`src/rtl/cdn_alarm_pkg.sv`:
```
package cdn_alarm_pkg;

  localparam logic [7:0] OFS_COUNT     = 8'h20;
  localparam logic [7:0] OFS_COUNT_EN  = 8'h28;
  localparam logic [7:0] OFS_IRQ_EN    = 8'h2C;
  localparam logic [7:0] OFS_PENDING   = 8'h30;
  localparam logic [7:0] OFS_CAL_EN    = 8'h44;
  localparam logic [7:0] OFS_CAL_IRQ   = 8'h48;
  localparam logic [7:0] OFS_CAL_PEND  = 8'h4C;
  localparam logic [7:0] OFS_WAKE_EN   = 8'h50;

  typedef enum logic [3:0] {
    SEL_NONE,
    SEL_COUNT,
    SEL_COUNT_EN,
    SEL_IRQ_EN,
    SEL_PENDING,
    SEL_CAL_EN,
    SEL_CAL_IRQ,
    SEL_CAL_PEND,
    SEL_WAKE_EN
  } reg_sel_e;

  typedef struct packed {
    logic count_en;
    logic irq_en;
    logic wake_en;
    logic cal_en;
    logic cal_irq_en;
  } ctrl_t;

  localparam int NUM_OUTS = 2;

endpackage

```
`src/rtl/cdn_alarm_regs.sv`:
```
module cdn_alarm_regs
  import cdn_alarm_pkg::*;
#(
  parameter int DATA_W = 32,
  parameter int ADDR_W = 8,
  parameter int CNT_W  = 32
) (
  input  logic              clk,
  input  logic              rst_n,
  input  logic              bus_en,
  input  logic              bus_we,
  input  logic [ADDR_W-1:0] bus_addr,
  input  logic [DATA_W-1:0] bus_wdata,
  input  logic [CNT_W-1:0]  cnt_q,
  input  logic              pend_q,
  output ctrl_t             ctrl_q,
  output logic              cnt_wr,
  output logic [CNT_W-1:0]  cnt_wdata,
  output logic              pend_clr,
  output logic [DATA_W-1:0] bus_rdata
);

  localparam int PAD_W = DATA_W - 1;

  function automatic reg_sel_e decode(input logic [ADDR_W-1:0] a);
    reg_sel_e s;
    s = SEL_NONE;
    if      (a == ADDR_W'(OFS_COUNT))    s = SEL_COUNT;
    else if (a == ADDR_W'(OFS_COUNT_EN)) s = SEL_COUNT_EN;
    else if (a == ADDR_W'(OFS_IRQ_EN))   s = SEL_IRQ_EN;
    else if (a == ADDR_W'(OFS_PENDING))  s = SEL_PENDING;
    else if (a == ADDR_W'(OFS_CAL_EN))   s = SEL_CAL_EN;
    else if (a == ADDR_W'(OFS_CAL_IRQ))  s = SEL_CAL_IRQ;
    else if (a == ADDR_W'(OFS_CAL_PEND)) s = SEL_CAL_PEND;
    else if (a == ADDR_W'(OFS_WAKE_EN))  s = SEL_WAKE_EN;
    return s;
  endfunction

  reg_sel_e          sel;
  logic              wr_en;
  logic              rd_en;
  ctrl_t             ctrl_d;
  logic [DATA_W-1:0] rdata_d;
  logic [DATA_W-1:0] rdata_q;

  assign sel   = decode(bus_addr);
  assign wr_en = bus_en &  bus_we;
  assign rd_en = bus_en & ~bus_we;

  assign cnt_wr    = wr_en && (sel == SEL_COUNT);
  assign cnt_wdata = bus_wdata[CNT_W-1:0];
  assign pend_clr  = wr_en && (sel == SEL_PENDING) && bus_wdata[0];

  // Control bits: next state
  always_comb begin
    ctrl_d = ctrl_q;
    if (wr_en) begin
      case (sel)
        SEL_COUNT_EN: ctrl_d.count_en   = bus_wdata[0];
        SEL_IRQ_EN:   ctrl_d.irq_en     = bus_wdata[0];
        SEL_WAKE_EN:  ctrl_d.wake_en    = bus_wdata[0];
        SEL_CAL_EN:   ctrl_d.cal_en     = bus_wdata[0];
        SEL_CAL_IRQ:  ctrl_d.cal_irq_en = bus_wdata[0];
        default:      ctrl_d = ctrl_q;
      endcase
    end
  end

  always_ff @(posedge clk or negedge rst_n) begin
    if (!rst_n) begin
      ctrl_q <= '0;
    end else if (wr_en) begin
      ctrl_q <= ctrl_d;
    end
  end

  // Read mux
  always_comb begin
    rdata_d = '0;
    case (sel)
      SEL_COUNT:    rdata_d = DATA_W'(cnt_q);
      SEL_COUNT_EN: rdata_d = {{PAD_W{1'b0}}, ctrl_q.count_en};
      SEL_IRQ_EN:   rdata_d = {{PAD_W{1'b0}}, ctrl_q.irq_en};
      SEL_PENDING:  rdata_d = {{PAD_W{1'b0}}, pend_q};
      SEL_CAL_EN:   rdata_d = {{PAD_W{1'b0}}, ctrl_q.cal_en};
      SEL_CAL_IRQ:  rdata_d = {{PAD_W{1'b0}}, ctrl_q.cal_irq_en};
      SEL_WAKE_EN:  rdata_d = {{PAD_W{1'b0}}, ctrl_q.wake_en};
      default:      rdata_d = '0;
    endcase
  end

  always_ff @(posedge clk or negedge rst_n) begin
    if (!rst_n) begin
      rdata_q <= '0;
    end else if (rd_en) begin
      rdata_q <= rdata_d;
    end
  end

  assign bus_rdata = rdata_q;

endmodule

```
`src/rtl/cdn_alarm_counter.sv`:
```
module cdn_alarm_counter #(
  parameter int CNT_W = 32
) (
  input  logic             clk,
  input  logic             rst_n,
  input  logic             tick,
  input  logic             count_en,
  input  logic             wr,
  input  logic [CNT_W-1:0] wdata,
  input  logic             pend_clr,
  output logic [CNT_W-1:0] cnt_q,
  output logic             pend_q,
  output logic             pend_set
);

  localparam logic [CNT_W-1:0] ONE = CNT_W'(1);

  logic [CNT_W-1:0] cnt_d;
  logic             pend_d;
  logic             step;
  logic             cnt_ce;

  assign step   = tick && count_en && (cnt_q != '0) && !wr;
  assign cnt_ce = wr || step;

  always_comb begin
    cnt_d    = cnt_q;
    pend_set = 1'b0;
    if (wr) begin
      cnt_d = wdata;
    end else if (step) begin
      cnt_d    = cnt_q - ONE;
      pend_set = (cnt_q == ONE);
    end
  end

  // Set has priority over a same-cycle clear
  always_comb begin
    pend_d = pend_q;
    if (pend_set)      pend_d = 1'b1;
    else if (pend_clr) pend_d = 1'b0;
  end

  always_ff @(posedge clk or negedge rst_n) begin
    if (!rst_n) begin
      cnt_q <= '0;
    end else if (cnt_ce) begin
      cnt_q <= cnt_d;
    end
  end

  always_ff @(posedge clk or negedge rst_n) begin
    if (!rst_n) begin
      pend_q <= 1'b0;
    end else begin
      pend_q <= pend_d;
    end
  end

endmodule

```
`src/rtl/cdn_alarm_gate.sv`:
```
module cdn_alarm_gate #(
  parameter int N = 2
) (
  input  logic         src,
  input  logic [N-1:0] en,
  output logic [N-1:0] out
);

  for (genvar i = 0; i < N; i++) begin : g_out
    assign out[i] = src & en[i];
  end

endmodule

```
`src/rtl/cdn_alarm_top.sv`:
```
module cdn_alarm_top
  import cdn_alarm_pkg::*;
#(
  parameter int DATA_W = 32,
  parameter int ADDR_W = 8,
  parameter int CNT_W  = 32
) (
  input  logic              clk,
  input  logic              rst_n,
  input  logic              sec_tick,
  input  logic              bus_en,
  input  logic              bus_we,
  input  logic [ADDR_W-1:0] bus_addr,
  input  logic [DATA_W-1:0] bus_wdata,
  output logic [DATA_W-1:0] bus_rdata,
  output logic              irq_o,
  output logic              wake_o
);

  ctrl_t                ctrl_q;
  logic                 cnt_en;
  logic                 irq_en;
  logic                 wake_en;
  logic                 cnt_wr;
  logic [CNT_W-1:0]     cnt_wdata;
  logic                 pend_clr;
  logic [CNT_W-1:0]     cnt_q;
  logic                 pend_q;
  logic                 pend_set;
  logic [NUM_OUTS-1:0]  out_en;
  logic [NUM_OUTS-1:0]  out_vec;

  assign cnt_en  = ctrl_q.count_en;
  assign irq_en  = ctrl_q.irq_en;
  assign wake_en = ctrl_q.wake_en;
  assign out_en  = {wake_en, irq_en};

  cdn_alarm_regs #(
    .DATA_W (DATA_W),
    .ADDR_W (ADDR_W),
    .CNT_W  (CNT_W)
  ) u_regs (
    .clk       (clk),
    .rst_n     (rst_n),
    .bus_en    (bus_en),
    .bus_we    (bus_we),
    .bus_addr  (bus_addr),
    .bus_wdata (bus_wdata),
    .cnt_q     (cnt_q),
    .pend_q    (pend_q),
    .ctrl_q    (ctrl_q),
    .cnt_wr    (cnt_wr),
    .cnt_wdata (cnt_wdata),
    .pend_clr  (pend_clr),
    .bus_rdata (bus_rdata)
  );

  cdn_alarm_counter #(
    .CNT_W (CNT_W)
  ) u_counter (
    .clk      (clk),
    .rst_n    (rst_n),
    .tick     (sec_tick),
    .count_en (cnt_en),
    .wr       (cnt_wr),
    .wdata    (cnt_wdata),
    .pend_clr (pend_clr),
    .cnt_q    (cnt_q),
    .pend_q   (pend_q),
    .pend_set (pend_set)
  );

  cdn_alarm_gate #(
    .N (NUM_OUTS)
  ) u_gate (
    .src (pend_q),
    .en  (out_en),
    .out (out_vec)
  );

  assign irq_o  = out_vec[0];
  assign wake_o = out_vec[1];

endmodule

```
`config.mk`:
```
export PLATFORM = sky130hd
export DESIGN_NAME = cdn_alarm_top
export DESIGN_NICKNAME = d
export VERILOG_FILES = /design/src/rtl/cdn_alarm_pkg.sv /design/src/rtl/cdn_alarm_regs.sv /design/src/rtl/cdn_alarm_counter.sv /design/src/rtl/cdn_alarm_gate.sv /design/src/rtl/cdn_alarm_top.sv
export SDC_FILE = /design/constraint.sdc
export NUM_CORES = 1
export LEC_CHECK = 0
export ABC_AREA = 1
export ABC_CLOCK_PERIOD_IN_PS = 4700
export CORE_MARGIN = 2
export CORE_UTILIZATION = 55
export CTS_CLUSTER_DIAMETER = 60
export DETAILED_ROUTE_END_ITERATION = 10
export PLACE_DENSITY_LB_ADDON = 0.12
export SYNTH_ARGS = -nofsm -noshare
export SYNTH_HDL_FRONTEND = slang
export SYNTH_SLANG_ARGS = --single-unit
```
`constraint.sdc`:
```
create_clock -name clk -period 4.7 [get_ports clk]
set_input_delay 1.41 -clock clk [delete_from_list [all_inputs] [get_ports clk]]
set_output_delay 1.41 -clock clk [all_outputs]
set_load 0.01 [all_outputs]
```
Word level (Yosys, flattened, before mapping)
Cells that the tools add are included.
- $add $sub $neg: 1
- equality and inequality tests: 16
- muxes and demuxes: 15
- bitwise gates (word level): 5
- reductions and logical operators: 17
- operators with widths (operator ; number):
    $pmux 32 s7 ; 1
    $mux 32 ; 2
    $eq 32x1->1 const B ; 1
    $eq 8x6->1 const B ; 4
    $eq 8x7->1 const B ; 4
    $mux 4 ; 8
    $reduce_bool 32->1 ; 1
    $sub 32x1->32 const B ; 1
    $eq 4x3->1 const B ; 3
    $reduce_and 2->1 ; 6
    $eq 4x2->1 const B ; 2
    $logic_and 1x1->1 ; 6
    $and 1x1->1 ; 4
    $eq 4x1->1 const B ; 1
    $eq 4x4->1 const B ; 1
    $mux 1 ; 4
    $reduce_bool 2->1 ; 2
    $logic_not 1->1 ; 1
    $logic_or 1x1->1 ; 1
    $not 1->1 ; 1
- bits in registers: 70
- input bits: 45
- output and inout port bits: 34

Depth between registers and ports, before layout
Gate-level depths: netlist of run 1.
- word-level depth: 16
- mapped depth: 11

Cells and area by module
Synthesis of run 1 repeated with hierarchy kept, for this count alone.
- cell total of the unflattened synthesis: 628
- area total of the unflattened synthesis: 4509.3 sq um
- modules (own cells, without submodules) (module ; instances ; cells an instance ; area an instance (sq um) ; seq. area each (sq um)):
    cdn_alarm_counter ; 1 ; 384 ; 2431.1 ; 825.8
    cdn_alarm_regs ; 1 ; 240 ; 2063.2 ; 925.9
    cdn_alarm_gate ; 1 ; 4 ; 15.0 ; 0.0

Worst setup path before layout of run 1
OpenSTA, ideal clock, no wires.
- path type: input port to flip-flop
- start: in bus_addr[0]
- end: reg u_counter.cnt_q[3]
- setup time: 118 ps
- arrival time: 2451 ps
- required time: 4582 ps
- setup slack: 2131 ps
- stages: 8
- buffers on the path: 1
- cell sequence: inv_1 > nand2_1 > nor2_1 > nand3_2 > clkbuf_1 > or2_2 > nand3_1 > nand2_1
- cells in the longest elaborated chain, start to end: 15
- elaborated cells between the ends (all ways): 24
- RTL lines (what ; line ; RTL):
    from (decl) ; cdn_alarm_top.sv:13 ; input logic [ADDR_W-1:0] bus_addr,
    $eq 8x7->1 ; cdn_alarm_regs.sv:35 ; else if (a == ADDR_W'(OFS_WAKE_EN)) s = SEL_WAKE_EN;
    $mux 4 ; cdn_alarm_regs.sv:35 ;
    $mux 4 ; cdn_alarm_regs.sv:34 ; else if (a == ADDR_W'(OFS_CAL_PEND)) s = SEL_CAL_PEND;
    $mux 4 ; cdn_alarm_regs.sv:33 ; else if (a == ADDR_W'(OFS_CAL_IRQ)) s = SEL_CAL_IRQ;
    $mux 4 ; cdn_alarm_regs.sv:32 ; else if (a == ADDR_W'(OFS_CAL_EN)) s = SEL_CAL_EN;
    $mux 4 ; cdn_alarm_regs.sv:31 ; else if (a == ADDR_W'(OFS_PENDING)) s = SEL_PENDING;
    $mux 4 ; cdn_alarm_regs.sv:30 ; else if (a == ADDR_W'(OFS_IRQ_EN)) s = SEL_IRQ_EN;
    $mux 4 ; cdn_alarm_regs.sv:29 ; else if (a == ADDR_W'(OFS_COUNT_EN)) s = SEL_COUNT_EN;
    $mux 4 (*) ; cdn_alarm_regs.sv:28 ; if (a == ADDR_W'(OFS_COUNT)) s = SEL_COUNT;
    $eq 4x1->1 (*) ; cdn_alarm_regs.sv:50 ; assign cnt_wr = wr_en && (sel == SEL_COUNT);
    $logic_and 1x1->1 (*) ; cdn_alarm_regs.sv:50 ;
    $logic_not 1->1 ; cdn_alarm_counter.sv:23 ; assign step = tick && count_en && (cnt_q != '0) && !wr;
    $logic_and 1x1->1 ; cdn_alarm_counter.sv:23 ;
    $reduce_bool 2->1 (no source line) / $logic_or 1x1->1 (equally long branches) ; -- ;
    $reduce_and 2->1 (no source line) ; -- ;
    to (signal assigned) ; cdn_alarm_counter.sv:48 ; cnt_q <= cnt_d;
    to (decl) ; cdn_alarm_counter.sv:11 ; output logic [CNT_W-1:0] cnt_q,
Every way passes the cells marked *; elsewhere a longest branch is shown, timed or not.
A chain may end at the register's enable or synchronous reset.

Final worst setup path of run 1
- start: in bus_addr[2]
- end: reg u_counter.cnt_q[19]
Same word-level chain as after synthesis.

==> flow_metrics.env, run 1 <==
export IMPL_use_met3_pct=3.662
export IMPL_port_buffers=78
export IMPL_cts_setup_buffers=0
export IMPL_min_path_type="reg -> reg"
export IMPL_die_area_um2=8554
export IMPL_syn_num_nets=656
export IMPL_finalCriticalPeriod_ns=3.453
export IMPL_cts_tree="done"
export IMPL_path_max_fanout=36
export IMPL_yosys_warnings=0
export IMPL_fin_crit_sh_pct=73.48
export IMPL_avgSynthCellArea_um2=7.072
export IMPL_grt_max_degree=63
export IMPL_tightest_slew_ns=0.9327
export IMPL_hold_viol_final=0
export IMPL_yosys_area_top_type_share_pct=40.67
export IMPL_rsz0062_at_grt="false"
export IMPL_maxCapViolations=0
export IMPL_synth_cell_types=28
export IMPL_slew_viol_final=0
export IMPL_grtUsageMet1_pct=41.41
export IMPL_clk_path_buf_depth=2
export IMPL_cts_num_sinks=70
export IMPL_grt_pass1_wl_um=19290
export IMPL_via_per_inst=5.524
export IMPL_critPathKind="in -> reg"
export IMPL_worstPathCellList="clkdlybuf4s50_1, inv_1, nand2_1, nor2_1, nand3_2, buf_4, inv_2, nor3_4, nand2_1, nand3_1"
export IMPL_grt_busiest_layer="met2"
export IMPL_drtAntennaViolNets=0
export IMPL_ys_seq_elements=70
export IMPL_ctsRootBufferMaster="clkbuf_8"
export IMPL_clkSlewWorstSetupHoldPaths_ns=0.07
export IMPL_final_nets=728
export IMPL_area_delta_synth_final_pct=23.94
export IMPL_setup_viol=0
export IMPL_grt_pass1_vias=4119
export IMPL_insertion_delay_ns=0.35
export IMPL_postCtsHoldBufs=0
export IMPL_start_kind="primary input"
export IMPL_netlist_top_cells_area="dfrtp_1, nand2_1, nand3_1"
export IMPL_chipWidth_um=92.49
export IMPL_syn_inst=609
export IMPL_worst_path_buf_inv=4
export IMPL_wire_per_inst_um=14.22
export IMPL_die_y_um=92.49
export IMPL_netlist_area_um2=4307
export IMPL_vias=4353
export IMPL_leakage_nw=2.477
export IMPL_antenna_found_initial=0
export IMPL_critPathCaptureType="flop"
export IMPL_postCtsResizedCells=0
export IMPL_dp_cells=772
export IMPL_cellPowerDensity_nw_per_um2=293.7
export IMPL_rows=32
export IMPL_grtUsageMet2_pct=44.28
export IMPL_cp_arrival_ns=3.74
export IMPL_ys_seq_area_share_pct=40.67
export IMPL_synth_edff_count=0
export IMPL_drt_wl_total_um=11200
export IMPL_h_tree_depth=3
export IMPL_synth_area_leader_cell="dfrtp_1"
export IMPL_cpMostUsedCell="nand2_1"
export IMPL_setup_tns_ns=0
export IMPL_max_vdd_ir_drop_mv=0.1571
export IMPL_grtUsageTotal_pct=28.36
export IMPL_synthArstFlopShare_pct=100.0
export IMPL_start_util_pct=56.32
export IMPL_critical_path_top_delay_family="buffers and inverters"
export IMPL_maxSlewHeadroom_pct=37.82
export IMPL_final_cells=788
export IMPL_fmax_mhz=289.6
export IMPL_layout_drive_gt1_share_pct=9.475
export IMPL_hpwl_um=8480
export IMPL_status="completed"
export IMPL_n_antenna_cell=0
export IMPL_core_area_um2=7647
export IMPL_first_iter_violations=321
export IMPL_cts_buffers=9
export IMPL_cp_slowest_stage_delay_ns=0.61
export IMPL_io_pins=79
export IMPL_fin_worst_skew_ns=0.01018
export IMPL_gr_total_overflow=0
export IMPL_worst_endpoint_required_ns=4.98
export IMPL_ys_flop_type="dfrtp_1"
export IMPL_route_detailed_drc=0
export IMPL_finalWeightedCongestion=0.9916
export IMPL_first_pass_iters=5
export IMPL_cp_slowest_cell="nor3_4"
logic make-up (layout without fill, tap and decap cells):
kind of cell	count (synthesis)	after routing	share of synthesized area, %
AO/OA/AOI/OAI	72	72	11.65
XOR/XNOR	4	4	0.8136
AND/OR/NAND/NOR	389	389	39.25
adder cells (fa/ha/maj)	2	2	0.5810
buffers and inverters	72	149	7.031
flip-flops	70	70	40.67
stage by stage:
step           hold WS (ns)  power, mW  cell area (um^2)  worst slack [ns]  util [%]
2_1_floorplan        0.4702     0.9293              4307             2.131         -
5_1_grt              0.4996      1.653              5338             1.043     69.80
4_1_cts              0.4854      1.568              5338             1.293     69.80
6_report             0.4797      1.568              5338             1.247     69.80
3_5_place_dp         0.4672      1.044              5125            0.9063     67.02
3_3_place_gp         0.4631      1.037              5125            0.9932     67.02
cell type report:
type                    instances  area (um^2)
clock buffers                   9        123.9
clock inverters                 7        88.84
flip-flops and latches         70         1752
multi-input cells             467         2252
inverters                      52        195.2
fillers                       678         2310
well taps                     102        127.6
repair buffers                 81        798.3
synthesized netlist by cell type, types with 4 or more instances:
cell	number
nand2_1	219
dfrtp_1	70
nor2_1	70
nand3_1	56
inv_1	50
o31ai_1	30
o21ai_0	27
nand2_2	14
o21ai_2	14
nand4_1	10
clkbuf_1	9
nor3_1	6
buf_2	5
nor2_2	4
flip-flops by register name, summed over array words and instances (netlist names):
signal,flops
u_regs.bus_rdata,32
u_counter.pend_q,1
u_regs.ctrl_q,5
u_counter.cnt_q,32
worst paths after layout:
path / slack, ns / start / depth (start not counted) / to
setup / recovery: 1.25 / bus_addr[2] / 10 / u_counter.cnt_q[19]
hold / removal: 0.48 / u_regs.bus_rdata[6] / 2 / u_regs.bus_rdata[6]
setup reg to reg: 2.13 / u_counter.cnt_q[0] / 10 / u_counter.cnt_q[3]
hold reg to reg: 0.48 / u_regs.bus_rdata[6] / 2 / u_regs.bus_rdata[6]
max in group asynchronous: 2.56 / rst_n / 2 / u_counter.cnt_q[9]
min in group asynchronous: 1.16 / rst_n / 1 / u_regs.bus_rdata[6]
routing by layer:
layer	vias to the layer above	share of wire (%)
li1	2121	-
met1	2021	47
met2	189	44
met3	22	7.2
met4	0	1.6
met5	-	0
tightest hold or removal path: stages, from the launching register on:
cell     delay (ns)
dfrtp_1        0.34
nand2_1        0.05
o31ai_1        0.05
report_power, final:
part	switching, mW	internal [mW]	leakage [nW]	total [mW]
clock network	0.232	0.296	0.113	0.528
logic	0.206	0.129	1.44	0.335
registers	0.0585	0.646	0.925	0.705
total	0.497	1.07	2.48	1.57
layout by cell type, fill, tap and decap left out, drive strengths merged:
cell	count
clkdlybuf4s50	77
clkbuf	9
ha	2
o21ai	41
nand3	57
nor2	78
or2	1
xor2	3
buf	4
nor3	7
o21bai	1
clkinv	5
nand2	236
dfrtp	70
inv	52
bufinv	2
xnor2	1
nand4	10
o31ai	30
No activity file was read; power rests on OpenSTA's default activity.
==> inputs of run 2 (changes only) <==
--- a/config.mk
+++ b/config.mk
@@ -6,9 +6,9 @@
 export NUM_CORES = 1
 export LEC_CHECK = 0
 export ABC_AREA = 1
-export ABC_CLOCK_PERIOD_IN_PS = 4700
+export ABC_CLOCK_PERIOD_IN_PS = 3300
 export CORE_MARGIN = 2
-export CORE_UTILIZATION = 55
+export CORE_UTILIZATION = 53
 export CTS_CLUSTER_DIAMETER = 60
 export DETAILED_ROUTE_END_ITERATION = 10
 export PLACE_DENSITY_LB_ADDON = 0.12
==> constraint.sdc (replaced) <==
create_clock -name clk -period 3.3 [get_ports clk]
set_input_delay 0.99 -clock clk [delete_from_list [all_inputs] [get_ports clk]]
set_output_delay 0.99 -clock clk [all_outputs]
set_load 0.01 [all_outputs]
==> flow_metrics.env, run 2 (synthesis gave the netlist of run 1 again) <==
export IMPL_slew_viol_final=0
export IMPL_drt_wl_total_um=11670
export IMPL_fmax_mhz=369.8
export IMPL_min_to="u_regs.bus_rdata[29]"
export IMPL_pwr_share_comb_pct=21.4
export IMPL_r2r_start="u_counter.cnt_q[0]"
export IMPL_internal_power_mw=1.554
export IMPL_route_detailed_drc=0
export IMPL_timing_hold_ws_ns=0.4832
export IMPL_cts_tree="done"
export IMPL_path_max_fanout=14
export IMPL_finalWeightedCongestion=0.9837
export IMPL_area_delta_synth_final_pct=25.19
export IMPL_drtAntennaViolNets=0
export IMPL_final_nets=732
export IMPL_maxSlewHeadroom_pct=38.04
export IMPL_place_ws_ns=0.2517
export IMPL_insertion_delay_ns=0.35
export IMPL_final_core_util_pct=69.05
export IMPL_setup_tns_ns=0
export IMPL_fillCellCount=685
export IMPL_vias=4283
export IMPL_worst_endpoint_required_ns=3.54
export IMPL_die_y_um=94.14
export IMPL_antenna_found_initial=0
export IMPL_critPathCaptureType="flop"
export IMPL_h_tree_depth=3
export IMPL_fin_crit_sh_pct=81.93
export IMPL_seqPwrFrac_pct=44.1
export IMPL_final_cells=792
export IMPL_hpwl_um=8846
export IMPL_ff2ff_setup_slack_ns=0.78
export IMPL_cts_buffers=9
export IMPL_grt_max_degree=63
export IMPL_maxCapViolations=0
export IMPL_ctsRootBufferMaster="clkbuf_8"
export IMPL_final_common_cell="nand2_1"
export IMPL_clk_path_buf_depth=2
export IMPL_chipWidth_um=94.14
export IMPL_dp_cells=776
export IMPL_setup_viol=0
export IMPL_wire_per_inst_um=14.73
export IMPL_worst_r2r_cell_count=10
export IMPL_core_area_um2=7807
export IMPL_switching_share_pct=31.67
export IMPL_worstSetupStartpoint="bus_addr[5]"
export IMPL_status="completed"
export IMPL_min_path_type="reg -> reg"
export IMPL_layout_setup_ws_ns=0.5961
export IMPL_n_antenna_cell=0
export IMPL_gr_total_overflow=0
export IMPL_grt_pass1_vias=3998
export IMPL_most_common_layout_cells="nand2_1, clkdlybuf4s50_1, nor2_1, dfrtp_1, nand3_1"
export IMPL_multi_input_area_um2=2252
export IMPL_hold_viol_final=0
export IMPL_seq_area_um2=1752
export IMPL_rows=32
export IMPL_grtUsageTotal_pct=28.34
export IMPL_die_area_um2=8862
export IMPL_port_buffers=78
export IMPL_use_met3_pct=4.093
export IMPL_first_pass_iters=7
export IMPL_io_pins=79
export IMPL_cts_setup_buffers=0
export IMPL_tightest_slew_ns=0.9281
export IMPL_stdcell_area_um2=5391
export IMPL_postCtsHoldBufs=0
export IMPL_total_power_mw=2.274
export IMPL_grt_busiest_layer="met1"
export IMPL_critPathKind="in -> reg"
export IMPL_grt_pass1_wl_um=19460
export IMPL_leakage_nw=2.504
export IMPL_finalCriticalPeriod_ns=2.704
export IMPL_start_kind="primary input"
export IMPL_rr_endpoint="u_counter.cnt_q[9]"
export IMPL_dpl_instance_area_um2=5167
export IMPL_fin_worst_skew_ns=0.01106
export IMPL_cellPowerDensity_nw_per_um2=421.7
export IMPL_rsz0062_at_grt="false"
export IMPL_grtUsageMet1_pct=42.35
export IMPL_layout_drive_gt1_share_pct=9.855
export IMPL_cp_arrival_ns=2.94
export IMPL_clkSlewWorstSetupHoldPaths_ns=0.08
export IMPL_via_per_inst=5.408
export IMPL_power_switching_mw=0.7200
export IMPL_cp_slowest_cell="clkdlybuf4s50_1"
export IMPL_p_clk_share_pct=34.6
export IMPL_grtUsageMet2_pct=42.20
export IMPL_start_util_pct=55.16
export IMPL_postCtsResizedCells=0
export IMPL_cts_num_sinks=70
export IMPL_first_iter_violations=284
export IMPL_max_vdd_ir_drop_mv=0.2535
export IMPL_worstPathCellList="clkdlybuf4s50_1, nand2_1, nor2_2, nand3_2, inv_2, buf_4, o21ai_0, nand2_2, o21ai_2"
export IMPL_cp_slowest_stage_delay_ns=0.54
export IMPL_worstHoldPathCells=2
export IMPL_hp_start="u_regs.bus_rdata[29]"
-- run 2: worst max-delay path by stage --
stage               slack [ns]  cells past startpoint                   to
floorplan                 1.15                      8   u_counter.cnt_q[3]
global placement          0.36                      9   u_counter.cnt_q[0]
detailed placement        0.25                      9   u_counter.cnt_q[0]
CTS                       0.62                     10  u_counter.cnt_q[11]
global route              0.43                      9  u_counter.cnt_q[20]
finish                    0.60                      9   u_counter.cnt_q[1]
-- run 2: area by class of cell --
cell class | count | area share, %
multi-input combinational | 467 | 41.77
tap | 102 | 2.367
sequential | 70 | 32.49
timing repair buffer | 85 | 15.60
inverter | 52 | 3.620
clock inverter | 5 | 1.532
clock buffer | 11 | 2.622
-- run 2: critical path, delay by kind of cell --
family          cells  cell delay, ns
buf+inv             3            1.08
compound gates      2            0.18
simple gates        4            0.69
-- run 2: power by group through the flow --
stage               Clock, mW  Combinational [mW]  Sequential [mW]
detailed placement          0               0.478             1.02
global placement            0               0.467             1.01
global route            0.829               0.550             1.01
finish                  0.786               0.486             1.00
CTS                     0.795               0.482             1.00
floorplan                   0               0.328            0.996
-- run 2: routing by layer --
layer / share of wire (%) / wire, um
met5: 0 / 0
met4: 1.8 / 210
met3: 6.0 / 703
met2: 43 / 4997
met1: 49 / 5753
